==> src/rtl/scrl_pkg.sv <==
package scrl_pkg;
  // What a completed bus write does once the strobe is released.
  typedef enum logic [1:0] {
    WK_NONE  = 2'd0,
    WK_HOLD  = 2'd1,
    WK_SHIFT = 2'd2
  } wr_kind_e;
endpackage

==> src/rtl/scrl_rst_sync.sv <==
module scrl_rst_sync #(
  parameter int STAGES = 2
) (
  input  logic clk,
  input  logic rst_ni,
  output logic rst_sync_no
);
  logic [STAGES-1:0] chain_q;
  logic [STAGES-1:0] chain_d;

  always_comb begin
    chain_d = {chain_q[STAGES-2:0], 1'b1};
  end

  always_ff @(posedge clk or negedge rst_ni) begin
    if (!rst_ni) chain_q <= '0;
    else         chain_q <= chain_d;
  end

  assign rst_sync_no = chain_q[STAGES-1];
endmodule

==> src/rtl/scrl_wr_edge.sv <==
module scrl_wr_edge
  import scrl_pkg::*;
#(
  parameter int SEL_W = 3
) (
  input  logic             clk,
  input  logic             rst_ni,
  input  logic             cs_n,
  input  logic             wr_n,
  input  logic [SEL_W:0]   addr,
  input  logic             bus_d,
  output wr_kind_e         kind_o,
  output logic [SEL_W-1:0] sel_o,
  output logic             bit_o
);
  logic             wr_q;
  logic             snap_cs_n_q, snap_cs_n_d;
  logic [SEL_W:0]   snap_addr_q, snap_addr_d;
  logic             snap_d_q, snap_d_d;
  logic             snap_en;
  logic             release_seen;

  // Bus fields are held while the strobe is low.
  assign snap_en = ~wr_n;

  always_comb begin
    snap_cs_n_d = snap_cs_n_q;
    snap_addr_d = snap_addr_q;
    snap_d_d    = snap_d_q;
    if (snap_en) begin
      snap_cs_n_d = cs_n;
      snap_addr_d = addr;
      snap_d_d    = bus_d;
    end
  end

  always_ff @(posedge clk or negedge rst_ni) begin
    if (!rst_ni) begin
      wr_q        <= 1'b1;
      snap_cs_n_q <= 1'b1;
      snap_addr_q <= '0;
      snap_d_q    <= 1'b0;
    end else begin
      wr_q        <= wr_n;
      snap_cs_n_q <= snap_cs_n_d;
      snap_addr_q <= snap_addr_d;
      snap_d_q    <= snap_d_d;
    end
  end

  assign release_seen = ~wr_q & wr_n;

  always_comb begin
    kind_o = WK_NONE;
    if (release_seen && !snap_cs_n_q) begin
      kind_o = snap_addr_q[SEL_W] ? WK_SHIFT : WK_HOLD;
    end
  end

  assign sel_o = snap_addr_q[SEL_W-1:0];
  assign bit_o = snap_d_q;
endmodule

==> src/rtl/scrl_strobe_dec.sv <==
module scrl_strobe_dec
  import scrl_pkg::*;
#(
  parameter int NREG  = 8,
  parameter int SEL_W = 3
) (
  input  wr_kind_e         kind_i,
  input  logic [SEL_W-1:0] sel_i,
  output logic [NREG-1:0]  stb_o
);
  for (genvar g = 0; g < NREG; g++) begin : g_dec
    localparam logic [SEL_W-1:0] IDX = SEL_W'(g);
    assign stb_o[g] = (kind_i == WK_SHIFT) && (sel_i == IDX);
  end
endmodule

==> src/rtl/scrl_shift_bank.sv <==
module scrl_shift_bank #(
  parameter int NREG  = 8,
  parameter int WIDTH = 8
) (
  input  logic                  clk,
  input  logic                  rst_ni,
  input  logic [NREG-1:0]       stb_i,
  input  logic                  din_i,
  output logic [NREG*WIDTH-1:0] words_o
);
  for (genvar g = 0; g < NREG; g++) begin : g_reg
    logic [WIDTH-1:0] q;
    logic [WIDTH-1:0] d;

    if (WIDTH == 1) begin : g_one
      always_comb d = stb_i[g] ? din_i : q;
    end else begin : g_many
      always_comb d = stb_i[g] ? {q[WIDTH-2:0], din_i} : q;
    end

    always_ff @(posedge clk or negedge rst_ni) begin
      if (!rst_ni) q <= '0;
      else         q <= d;
    end

    assign words_o[g*WIDTH +: WIDTH] = q;
  end
endmodule

==> src/rtl/scrl_loader.sv <==
module scrl_loader
  import scrl_pkg::*;
#(
  parameter int NREG        = 8,
  parameter int WIDTH       = 8,
  parameter int SYNC_STAGES = 2,
  localparam int SEL_W      = (NREG > 1) ? $clog2(NREG) : 1
) (
  input  logic                  clk,
  input  logic                  rst_n,
  input  logic                  cs_n,
  input  logic                  wr_n,
  input  logic [SEL_W:0]        addr,
  input  logic                  bus_d,
  output logic                  hold_q,
  output logic [NREG*WIDTH-1:0] ctl_words
);
  logic             rst_sync_n;
  wr_kind_e         kind;
  logic [SEL_W-1:0] sel;
  logic             snap_bit;
  logic [NREG-1:0]  stb;
  logic             hold_d;
  logic             hold_r;

  scrl_rst_sync #(.STAGES(SYNC_STAGES)) u_rst (
    .clk         (clk),
    .rst_ni      (rst_n),
    .rst_sync_no (rst_sync_n)
  );

  scrl_wr_edge #(.SEL_W(SEL_W)) u_edge (
    .clk    (clk),
    .rst_ni (rst_sync_n),
    .cs_n   (cs_n),
    .wr_n   (wr_n),
    .addr   (addr),
    .bus_d  (bus_d),
    .kind_o (kind),
    .sel_o  (sel),
    .bit_o  (snap_bit)
  );

  scrl_strobe_dec #(.NREG(NREG), .SEL_W(SEL_W)) u_dec (
    .kind_i (kind),
    .sel_i  (sel),
    .stb_o  (stb)
  );

  // Holding bit, shared by every register in the bank.
  always_comb begin
    hold_d = hold_r;
    if (kind == WK_HOLD) hold_d = snap_bit;
  end

  always_ff @(posedge clk or negedge rst_sync_n) begin
    if (!rst_sync_n) hold_r <= 1'b0;
    else             hold_r <= hold_d;
  end

  assign hold_q = hold_r;

  scrl_shift_bank #(.NREG(NREG), .WIDTH(WIDTH)) u_bank (
    .clk     (clk),
    .rst_ni  (rst_sync_n),
    .stb_i   (stb),
    .din_i   (hold_r),
    .words_o (ctl_words)
  );
endmodule

==> config.mk <==
export PLATFORM = sky130hd
export DESIGN_NAME = scrl_loader
export DESIGN_NICKNAME = d
export VERILOG_FILES = /design/src/rtl/scrl_pkg.sv /design/src/rtl/scrl_rst_sync.sv /design/src/rtl/scrl_wr_edge.sv /design/src/rtl/scrl_strobe_dec.sv /design/src/rtl/scrl_shift_bank.sv /design/src/rtl/scrl_loader.sv
export SDC_FILE = /design/constraint.sdc
export NUM_CORES = 1
export LEC_CHECK = 0
export BUFFER_PORTS_ARGS = -buffer_cell sky130_fd_sc_hd__buf_2
export CAP_MARGIN = 20
export CORE_MARGIN = 2
export CORE_UTILIZATION = 30
export CTS_CLUSTER_DIAMETER = 120
export CTS_CLUSTER_SIZE = 10
export DETAILED_ROUTE_END_ITERATION = 7
export MAX_ROUTING_LAYER = met4
export PLACE_DENSITY = 0.59
export SLEW_MARGIN = 10
export SYNTH_ARGS = -nofsm -noshare
export SYNTH_HDL_FRONTEND = slang
export SYNTH_HIERARCHICAL = 1
export SYNTH_SLANG_ARGS = --single-unit
export TNS_END_PERCENT = 10
==> constraint.sdc <==
create_clock -name clk -period 2.4 [get_ports clk]
set_input_delay 0.48 -clock clk [delete_from_list [all_inputs] [get_ports clk]]
set_output_delay 0.48 -clock clk [all_outputs]
set_load 0.02 [all_outputs]
==> impl_metrics.json <==
{
  "grt_overflow": 0,
  "fmax_mhz": 520,
  "portBuffers": 73,
  "first_iter_violations": 88,
  "relSlewSlack_pct": 38.7,
  "p_int_w": 0.00182,
  "yosysTopAreaCell": "dfrtp_1",
  "hold_end": "u_edge/bit_o",
  "synth_top_area_share_pct": 57.1,
  "drt-met1-wl_um": 2660,
  "start_util_pct": 30.7,
  "row_count": 37,
  "viasPerCell": 4.16,
  "worstPathRequired_ps": 2620,
  "antenna_left": 0,
  "yosys-top-cells-area": "dfrtp_1 (57%), mux2_4 (34%), buf_6 (3.2%)",
  "p_switching_w": 0.000621,
  "setup_violations": 0,
  "dr.max_layer_used": "met4",
  "synth_fp_nets": 183,
  "post_cts_buffers": 0,
  "met3WireLength_um": 279,
  "power.density_mw_per_mm2": 641,
  "grt_pass1_vias": 1698,
  "wire_per_inst_um": 14.0,
  "finalMaxSlewViolations": 0,
  "yosysWarnings": 6,
  "area_growth_pct": 21.0,
  "layout-drive-gt1-share_pct": 66.7,
  "clockRootBuffer": "clkbuf_8",
  "timing.rr.start": "u_edge/snap_cs_n_q",
  "r2r_setup_slack_ps": 480,
  "synthCells": 174,
  "start_kind": "flop",
  "outcome": "complete, no violations",
  "synth.ff_latch_count": 74,
  "ys_seq_area_share_pct": 58.8,
  "power_w": 0.00244,
  "htreeDepth": 3,
  "cts_sinks": 74,
  "dp_hpwl_um": 3790,
  "period_share_pct": 80.1,
  "antenna_found_initial": 0,
  "cts_tree": "built",
  "met2_length_um": 2590,
  "leakage_nw": 2.02,
  "finClkSkew_ps": 5.34,
  "insertedDiodeCount": 0,
  "worst_hold_path_type": "in -> reg",
  "hold_depth": 2,
  "nets": 265,
  "drc": 0,
  "critPathCaptureType": "flop",
  "grt_max_degree": 73,
  "worst_pin_slew_ps": 920,
  "cts_buffers": 9,
  "reg2reg_to": "u_bank/g_reg[4].q[7]",
  "crit_arrival_ps": 2140,
  "grtUsageTotal_pct": 11.0,
  "design.die.area_mm2": 0.0114,
  "routed-via-count": 1650,
  "maxCapViolations": 0,
  "comb_power_share_pct": 9.0,
  "vdd_drop_max_v": 0.000277,
  "cts_max_path_buffers": 2,
  "rsz0062_at_grt": "false",
  "grt_pass1_wl_um": 9190,
  "clk_pin_slew_ps": 70,
  "place_congestion": 0.709,
  "avgSynthCellArea_um2": 18.1,
  "clock_latency_ps": 340,
  "r2r_cells": 4,
  "power_frac_seq_pct": 57.1,
  "critical_path_class": "reg -> reg",
  "num_io_pins": 74,
  "p_sw_share_pct": 25.4,
  "cp_max_fo": 8,
  "mappedNetlistArea_mm2": 0.00315,
  "clockPowerShare_pct": 34.0,
  "die_h_um": 107,
  "drtPass1Iterations": 4,
  "yosysUniqueCellTypes": 15,
  "tns_ps": 0,
  "route.final.wire_length_um": 5560,
  "die_w_um": 107,
  "min_from": "bus_d",
  "hold_viol": 0,
  "period_minus_slack_ps": 1920,
  "coreArea_mm2": 0.0103
}
## sequential cells by signal, indices dropped and copies added (netlist names)
name	count
u_edge/snap_cs_n_q	1
u_edge/snap_addr_q	4
hold_q	1
u_bank/g.q	64
u_rst/chain_q	2
u_edge/bit_o	1
u_edge/wr_q	1
## what timing repair did
action                    CTS  global route
hold endpoints to repair    2             0
gates resized for setup     0             0
hold buffers                1             0
## cell usage after synthesis (all sizes together)
master,instances
dfrtp,72
mux2,71
buf,12
nor2,6
nand2b,3
dfstp,2
nor3,2
and4bb,1
conb,1
nand2,1
nand3b,1
nor4b,1
or3b,1
## how the worst max path moves through the flow
stage | from | to | slack [ps]
2_1_floorplan | u_rst/chain_q[1] | hold_q | 190
3_3_place_gp | wr_n | u_bank/g_reg[0].q[0] | 350
3_5_place_dp | wr_n | u_bank/g_reg[4].q[7] | 310
4_1_cts | u_edge/snap_cs_n_q | u_bank/g_reg[4].q[3] | 480
5_1_grt | u_edge/snap_cs_n_q | u_bank/g_reg[4].q[0] | 370
6_report | u_edge/snap_cs_n_q | u_bank/g_reg[4].q[7] | 480
## layout make-up
| type | count | area (um^2) |
|---|---|---|
| Tap cell | 136 | 170 |
| Clock buffer | 13 | 149 |
| Fill cell | 1022 | 6460 |
| Sequential cell | 74 | 1860 |
| Timing Repair Buffer | 83 | 443 |
| Multi-Input combinational cell | 88 | 1180 |
| Clock inverter | 3 | 15.0 |
## placed cells by master, fill, tap and decap left out, types with 2 or more instances in the layout
master	netlist	routed
nand2b_1	3	3
clkbuf_1	0	3
clkinv_2	0	3
dfstp_2	2	2
mux2_4	71	71
buf_4	3	9
nor2_1	6	6
buf_2	0	73
dfrtp_1	72	71
clkbuf_8	0	10
nor3_2	1	2
## through the flow
step	cells	cell area, um^2	setup slack, ps	hold WS, ps	utilization, %
finish	397	3820	478	372	37.1
global route	397	3820	367	351	37.1
CTS	397	3820	476	345	37.1
detailed placement	380	3640	308	275	35.4
global placement	380	3640	345	267	35.4
floorplan	174	3150	190	184	-
## power groups by stage
| stage | Sequential (W) | Combinational (W) | Clock, W |
|---|---|---|---|
| after global placement | 0.00142 | 0.000220 | 0 |
| after global routing | 0.00141 | 0.000234 | 0.000951 |
| after detailed placement | 0.00142 | 0.000221 | 0 |
| after CTS | 0.00140 | 0.000223 | 0.000873 |
| after floorplan | 0.00144 | 0.000115 | 0 |
| final | 0.00139 | 0.000219 | 0.000830 |
## routing by layer
metal / global-route usage (%) / vias to the layer above
met5: - / -
met4: 4.45 / 0
met3: 3.62 / 4
met2: 15.1 / 45
met1: 14.8 / 839
li1: - / 762
## critical path, cell delays in order (launching register included)
cell and delay (ps):
dfstp_2 560, nor4b_2 60, nand3b_1 190, nor3_2 640, mux2_4 360
## logic make-up (layout without fill, tap and decap cells)
| logic type | after synthesis | after routing | share of synthesized area, % |
|---|---|---|---|
| multiplexers | 71 | 71 | 33.8 |
| AND/OR/NAND/NOR | 16 | 16 | 3.37 |
| buffers and inverters | 12 | 99 | 3.93 |
| other | 1 | 1 | 0.119 |
| flip-flops | 74 | 74 | 58.8 |
(Power assumes the default switching activity.)
